===== src/rtl/clic_pkg.sv =====
package clic_pkg;

    localparam int CTL_W   = 8;
    localparam int VERSION = 1;

    // word addresses of the global registers and the first source word
    localparam int A_CFG   = 0;
    localparam int A_INFO  = 1;
    localparam int A_THR   = 2;
    localparam int A_BASE  = 3;
    localparam int A_ENTRY = 4;
    localparam int A_SRC0  = 16;

    typedef struct packed {
        logic vec;
        logic fall;
        logic edge_trig;
    } attr_t;

    typedef struct packed {
        logic [CTL_W-1:0] ctl;
        attr_t            attr;
        logic             en;
    } src_cfg_t;

    // level = upper nl bits of the control byte, as a number
    function automatic logic [CTL_W-1:0] lvl_of(logic [CTL_W-1:0] ctl, logic [3:0] nl);
        if (nl == 4'd0)
            return '0;
        else if (nl >= 4'd8)
            return ctl;
        else
            return ctl >> (4'd8 - nl);
    endfunction

    function automatic logic [31:0] vec_addr(logic [31:0] base, logic [11:0] id);
        return base + {18'd0, id, 2'b00};
    endfunction

endpackage


===== src/rtl/clic_src_cell.sv =====
module clic_src_cell
    import clic_pkg::*;
(
    input  logic  clk,
    input  logic  rst,
    input  logic  line,
    input  attr_t attr,
    input  logic  sw_wr,
    input  logic  sw_val,
    input  logic  claim_clr,
    output logic  pend
);
    logic line_q;
    logic hit;

    assign hit = attr.fall ? (line_q & ~line) : (line & ~line_q);

    always_ff @(posedge clk) begin
        if (rst) begin
            line_q <= 1'b0;
            pend   <= 1'b0;
        end else begin
            line_q <= line;
            if (!attr.edge_trig)
                pend <= line;
            else if (hit)
                pend <= 1'b1;
            else if (sw_wr)
                pend <= sw_val;
            else if (claim_clr)
                pend <= 1'b0;
        end
    end
endmodule


===== src/rtl/clic_pick.sv =====
module clic_pick
    import clic_pkg::*;
#(
    parameter int NUM_SRC = 24,
    parameter int ID_W    = 5
) (
    input  logic [NUM_SRC-1:0]            act,
    input  logic [NUM_SRC-1:0][CTL_W-1:0] ctl,
    output logic                          found,
    output logic [ID_W-1:0]               win_id,
    output logic [CTL_W-1:0]              win_ctl
);
    // ascending scan with >= : equal control bytes resolve to the higher ID;
    // comparing whole control bytes orders by level first, then priority
    always_comb begin
        found   = 1'b0;
        win_id  = '0;
        win_ctl = '0;
        for (int i = 0; i < NUM_SRC; i++) begin
            if (act[i] && (!found || ctl[i] >= win_ctl)) begin
                found   = 1'b1;
                win_id  = ID_W'(i);
                win_ctl = ctl[i];
            end
        end
    end
endmodule


===== src/rtl/clic_arbiter.sv =====
module clic_arbiter
    import clic_pkg::*;
#(
    parameter int NUM_SRC = 24,
    parameter int ADDR_W  = 16,
    localparam int ID_W   = (NUM_SRC > 1) ? $clog2(NUM_SRC) : 1
) (
    input  logic               clk,
    input  logic               rst,
    input  logic [NUM_SRC-1:0] src_irq,
    input  logic               reg_wr,
    input  logic [ADDR_W-1:0]  reg_addr,
    input  logic [31:0]        reg_wdata,
    output logic [31:0]        reg_rdata,
    input  logic               claim,
    output logic               irq_valid,
    output logic [ID_W-1:0]    irq_id,
    output logic [CTL_W-1:0]   irq_level,
    output logic               irq_shv,
    output logic [31:0]        irq_addr
);
    initial begin
        if (NUM_SRC < 1 || NUM_SRC > 4096)
            $error("NUM_SRC out of range");
    end

    logic [3:0]       nlbits_q;
    logic [CTL_W-1:0] thr_q;
    logic [31:0]      base_q;
    logic [31:0]      entry_q;
    src_cfg_t         cfg_q [NUM_SRC];

    logic [NUM_SRC-1:0]            pend;
    logic [NUM_SRC-1:0]            act;
    logic [NUM_SRC-1:0]            vec_v;
    logic [NUM_SRC-1:0][CTL_W-1:0] ctl_v;

    logic             found;
    logic [ID_W-1:0]  win_id;
    logic [CTL_W-1:0] win_ctl;
    logic [CTL_W-1:0] win_lvl;
    logic             win_vec;

    // global registers
    always_ff @(posedge clk) begin
        if (rst) begin
            nlbits_q <= 4'd4;
            thr_q    <= '0;
            base_q   <= '0;
            entry_q  <= '0;
        end else if (reg_wr) begin
            if (reg_addr == ADDR_W'(A_CFG))   nlbits_q <= reg_wdata[3:0];
            if (reg_addr == ADDR_W'(A_THR))   thr_q    <= reg_wdata[CTL_W-1:0];
            if (reg_addr == ADDR_W'(A_BASE))  base_q   <= reg_wdata;
            if (reg_addr == ADDR_W'(A_ENTRY)) entry_q  <= reg_wdata;
        end
    end

    // per-source state
    for (genvar i = 0; i < NUM_SRC; i++) begin : g_src
        logic sel;
        assign sel = reg_wr && (reg_addr == ADDR_W'(A_SRC0 + i));

        always_ff @(posedge clk) begin
            if (rst)
                cfg_q[i] <= '0;
            else if (sel)
                cfg_q[i] <= '{ctl:  reg_wdata[15:8],
                              attr: '{vec: reg_wdata[4], fall: reg_wdata[3],
                                      edge_trig: reg_wdata[2]},
                              en:   reg_wdata[1]};
        end

        clic_src_cell u_cell (
            .clk       (clk),
            .rst       (rst),
            .line      (src_irq[i]),
            .attr      (cfg_q[i].attr),
            .sw_wr     (sel),
            .sw_val    (reg_wdata[0]),
            .claim_clr (claim && irq_valid && (irq_id == ID_W'(i))),
            .pend      (pend[i])
        );

        assign act[i]   = pend[i] & cfg_q[i].en;
        assign vec_v[i] = cfg_q[i].attr.vec;
        assign ctl_v[i] = cfg_q[i].ctl;
    end

    clic_pick #(.NUM_SRC(NUM_SRC), .ID_W(ID_W)) u_pick (
        .act     (act),
        .ctl     (ctl_v),
        .found   (found),
        .win_id  (win_id),
        .win_ctl (win_ctl)
    );

    assign win_lvl = lvl_of(win_ctl, nlbits_q);
    assign win_vec = vec_v[win_id];

    // registered request to the core
    always_ff @(posedge clk) begin
        if (rst) begin
            irq_valid <= 1'b0;
            irq_id    <= '0;
            irq_level <= '0;
            irq_shv   <= 1'b0;
            irq_addr  <= '0;
        end else begin
            irq_valid <= found && (win_lvl > thr_q);
            irq_id    <= win_id;
            irq_level <= win_lvl;
            irq_shv   <= win_vec;
            if (win_vec)
                irq_addr <= vec_addr(base_q, 12'(win_id));
            else if (entry_q[0])
                irq_addr <= {entry_q[31:1], 1'b0};
            else
                irq_addr <= base_q;
        end
    end

    // read path
    always_comb begin
        reg_rdata = '0;
        if (reg_addr == ADDR_W'(A_CFG))   reg_rdata = {28'd0, nlbits_q};
        if (reg_addr == ADDR_W'(A_INFO))  reg_rdata = {8'd0, 8'(VERSION), 16'(NUM_SRC)};
        if (reg_addr == ADDR_W'(A_THR))   reg_rdata = {24'd0, thr_q};
        if (reg_addr == ADDR_W'(A_BASE))  reg_rdata = base_q;
        if (reg_addr == ADDR_W'(A_ENTRY)) reg_rdata = entry_q;
        for (int i = 0; i < NUM_SRC; i++) begin
            if (reg_addr == ADDR_W'(A_SRC0 + i))
                reg_rdata = {16'd0, cfg_q[i].ctl, 3'd0, cfg_q[i].attr.vec,
                             cfg_q[i].attr.fall, cfg_q[i].attr.edge_trig,
                             cfg_q[i].en, pend[i]};
        end
    end
endmodule


===== config.mk =====
export PLATFORM = sky130hd
export DESIGN_NAME = clic_arbiter
export DESIGN_NICKNAME = d
export VERILOG_FILES = /design/src/rtl/clic_pkg.sv /design/src/rtl/clic_src_cell.sv /design/src/rtl/clic_pick.sv /design/src/rtl/clic_arbiter.sv
export SDC_FILE = /design/constraint.sdc
export NUM_CORES = 1
export LEC_CHECK = 0
export CAP_MARGIN = 10
export CORE_ASPECT_RATIO = 0.8
export CORE_MARGIN = 4
export CORE_UTILIZATION = 30
export CTS_BUF_LIST = sky130_fd_sc_hd__clkbuf_8
export DETAILED_ROUTE_END_ITERATION = 8
export GPL_ROUTABILITY_DRIVEN = 1
export GPL_TIMING_DRIVEN = 1
export SYNTH_ARGS = -nofsm -noshare
export SYNTH_HDL_FRONTEND = slang
export SYNTH_HIERARCHICAL = 1
export SYNTH_SLANG_ARGS = --single-unit

===== constraint.sdc =====
create_clock -name clk -period 43.2 [get_ports clk]
set_input_delay 8.64 -clock clk [delete_from_list [all_inputs] [get_ports clk]]
set_output_delay 8.64 -clock clk [all_outputs]
set_load 0.02 [all_outputs]

==> out/results.tsv, run 1 <==
stage	metric	value	unit
run_status	status	completed	
placed_design	placed instance count	5339	
global_route	vias in the first global route	29606	
floorplanning	I/O pin cnt	155	
sta	Worst-Margin Slew	1.25	ns
global_route	global-route usage over all layers	24.0	%
layout	non-filler instance count after layout	5586	
power_and_ir_drop	Logic pwr share	50.0	%
synth	prevailing post-synth register cell	edfxtp_1	
synth	post-synth top area share	27.1	%
floorplanning	Die Wd	373	um
drt	DR DRC count	0	
sta	relative slew slack	16.0	%
layout	share of layout cells above drive strength 1	24.5	%
power_and_ir_drop	Sequential Power Share	28.0	%
critical_path	Crit Path Class	register to register	
power_and_ir_drop	Worst IR Drop VDD	0.0000302	V
synth	syn nets	3890	
clocking	total CTS buffers	80	
clocking	CTS H-tree depth	3	
placed_design	GPL Wtd Cong	0.954	
floorplanning	die area	112000	um2
power_and_ir_drop	leakage power	16.3	nW
drt	Vias per Instance	5.84	
sta	final setup violating endpoints	0	
layout	area delta synth->final	31.5	%
critical_path	crit start category	register	
drt	DRT Pass-1 Iters	6	
layout	nets	4371	
synth	Post-synth EDFFs	288	
critical_path	delay-heaviest family, CP	compound AO/OA/AOI/OAI gates	
drt	Via Count	32619	
synth	mapped cell area	32000	um2
drt	drt first-iter violations	4358	
critical_path	Data arrival, critical path	42.61	ns
placed_design	hpwl dp	105000	um
synth	post-synthesis cell count	3630	
power_and_ir_drop	Clk pwr share	22.0	%
placed_design	PortBufs	154	
clocking	Root Buffer	clkbuf_8	
floorplanning	chip height	300	um
sta	Tcrit/Tclk final	97.3	%
critical_path	crit-path max FO	14	
clocking	clock tree buffer depth	3	
synth	cell taking the most area after synthesis	edfxtp_1	
sta	worst hold margin	0.469	ns
sta	fmax	23.8	MHz
worst_hold_path	Min-Delay Path Class	register to register	
drt	final wirelength	145000	um
clocking	CTS tree	done	
synth	post-synth cell types	121	
sta	minimum clock period after layout	42.03	ns
synth	synth warn	6	
clocking	clk_lat worst skew	0.70	ns
critical_path	Worst path slowest cell	mux4_2	
floorplanning	total core area	105000	um2
critical_path	Crit path top cell by count	a21o_1	
critical_path	critical path capture point type	register	
global_route	total gr overflow	0	
global_route	wire length of the first global-routing pass	204000	um
power_and_ir_drop	Cell Pwr Density	44.2	nW/um2
power_and_ir_drop	internal cell power	0.00115	W
clocking	Num Clock Sinks	459	
sta	final hold violation count	0	
clocking	clock slew at reported path FFs	0.06	ns
power_and_ir_drop	P_sw	0.000708	W
synth	sequential area share after synthesis	37.8	%
drt	post-route ant nets	0	
power_and_ir_drop	Net Sw Frac	38.1	%
global_route	pin count of the biggest net entering global routing	127	
synth	Avg Cell Area, Syn	8.80	um2
layout	FILL cells	10398	
floorplanning	Cell Rows	106	
sta	Worst Skew	0.0360	ns
floorplanning	starting density of the core	30.4	%
critical_path	crit-path max cell delay	0.51	ns
sta	fin. max-slew vios	0	
global_route	initial antenna violation count	11	
synth	Async SR Flop Fraction	0	%
drt	Avg WL per Cell	25.9	um
synth	FF+latch count, synth	459	
critical_path	Crit path buffers/inverters	24	
job	max_cap viols	0	
synth	top cells by area, synth	edfxtp_1 27%, dfxtp_1 11%, and2_1 7.2%	
critical_path	WP data required	43.78	ns
worst paths after layout:
kind / startpoint / end / slack [ns] / cells after the start
max: cfg_q[0][0] / irq_addr[30] / 1.17 / 226
min: entry_q[30] / entry_q[30] / 0.47 / 2
max reg2reg: cfg_q[0][0] / irq_addr[30] / 1.17 / 226
min reg2reg: entry_q[30] / entry_q[30] / 0.47 / 2
placed cells by master (no fill, tap or decap), types with 60 or more instances in the layout:
cell             Yosys  layout
a21oi_1            273     225
and2_1             368     355
buf_4                6     405
clkbuf_8             0      97
clkdlybuf4s50_1      0     143
dfxtp_1            171     170
edfxtp_1           288     288
ha_1               183     145
inv_1              123     145
nand2_1            379     362
nand3_1             65      60
nor2_1             283     257
nor2b_1             80      75
o21ai_0            173     139
worst reg2reg max path, delay by kind of cell (launching register included):
kind / cells / cell delay (ns)
DFF: 1 / 0.40
muxes: 5 / 1.83
adders and majority gates: 23 / 5.63
and+or+nand+nor: 62 / 8.41
AOI/OAI and AO/OA: 112 / 22.22
buffers and inverters: 24 / 3.43
repair_timing:
action | CTS | global route
hold buffers | 0 | 0
pin swaps | 11 | 214
cloned | 2 | 13
buffers inserted | 7 | 79
setup endpoints to repair | 42 | 47
resized for setup | 61 | 411
state kept, by name (all words and copies together), names as in the netlist:
name / count
base_q: 32
cfg_q: 288
entry_q: 32
g_src.u_cell/line_q: 24
g_src.u_cell/pend: 24
irq_addr: 32
irq_id: 5
irq_level: 8
irq_shv: 1
irq_valid: 1
nlbits_q: 4
thr_q: 8
metrics by stage:
step / util [%] / setup slack [ns] / power (W) / setup TNS, ns / instance area (um2)
6_report: 40.0 / 1.17 / 0.00186 / 0 / 42000
5_1_grt: 40.0 / -0.609 / 0.00194 / -18.02 / 42000
4_1_cts: 37.4 / 0.0360 / 0.00167 / 0 / 39200
3_5_place_dp: 35.5 / -1.46 / 0.00125 / -47.62 / 37300
3_3_place_gp: 35.5 / -0.858 / 0.00125 / -21.38 / 37300
2_1_floorplan: - / 0.0158 / 0.000912 / 0 / 32200
per-layer routing:
metal	vias up	part of all wire [%]	global-route usage (%)
met3	277	13	6.93
met4	10	2.6	5.88
met5	-	0.044	0
met1	15904	44	36.3
li1	14379	-	-
met2	2049	40	33.1
power groups by stage:
stage | Sequential [W] | Combinational, W | Clock (W)
after global routing | 0.000521 | 0.000991 | 0.000429
after CTS | 0.000517 | 0.000746 | 0.000409
after floorplan | 0.000519 | 0.000393 | 0
final | 0.000520 | 0.000930 | 0.000409
after global placement | 0.000526 | 0.000723 | 0
after detailed placement | 0.000526 | 0.000724 | 0
cells in the mapped netlist (59+ instances only):
cell,number
ha_1,183
and2_1,368
nor2_1,283
inv_1,123
nand2_1,379
a21oi_1,273
nand3_1,65
edfxtp_1,288
clkbuf_1,144
dfxtp_1,171
nor3_1,67
mux2i_1,64
nor2b_1,80
o21ai_0,173
a21o_1,59
area by class of cell:
type | instances | area [um2] | area share (%)
inverter | 123 | 462 | 1.10
clock buffer | 96 | 1320 | 3.14
sequential | 459 | 12100 | 28.7
timing repair buffer | 606 | 5230 | 12.5
clock inverter | 51 | 269 | 0.640
antenna | 6 | 15.0 | 0.0357
multi-input combinational | 2841 | 20900 | 49.7
tap | 1404 | 1760 | 4.18
cell families after synthesis:
group | synth area share [%]
AND/OR/NAND/NOR | 25.6
buffers and inverters | 4.28
flip-flops | 37.8
XOR/XNOR | 0.0822
adder cells (fa/ha/maj) | 7.26
multiplexers | 3.32
AO/OA/AOI/OAI | 21.7
(Power assumes the default switching activity.)
==> run 2, diff against run 1 <==
SKIP_LAST_GASP = 1   (was unset)
==> results of run 2 <==
Same layout as run 1: the final DEF is identical, and so are final timing and power.
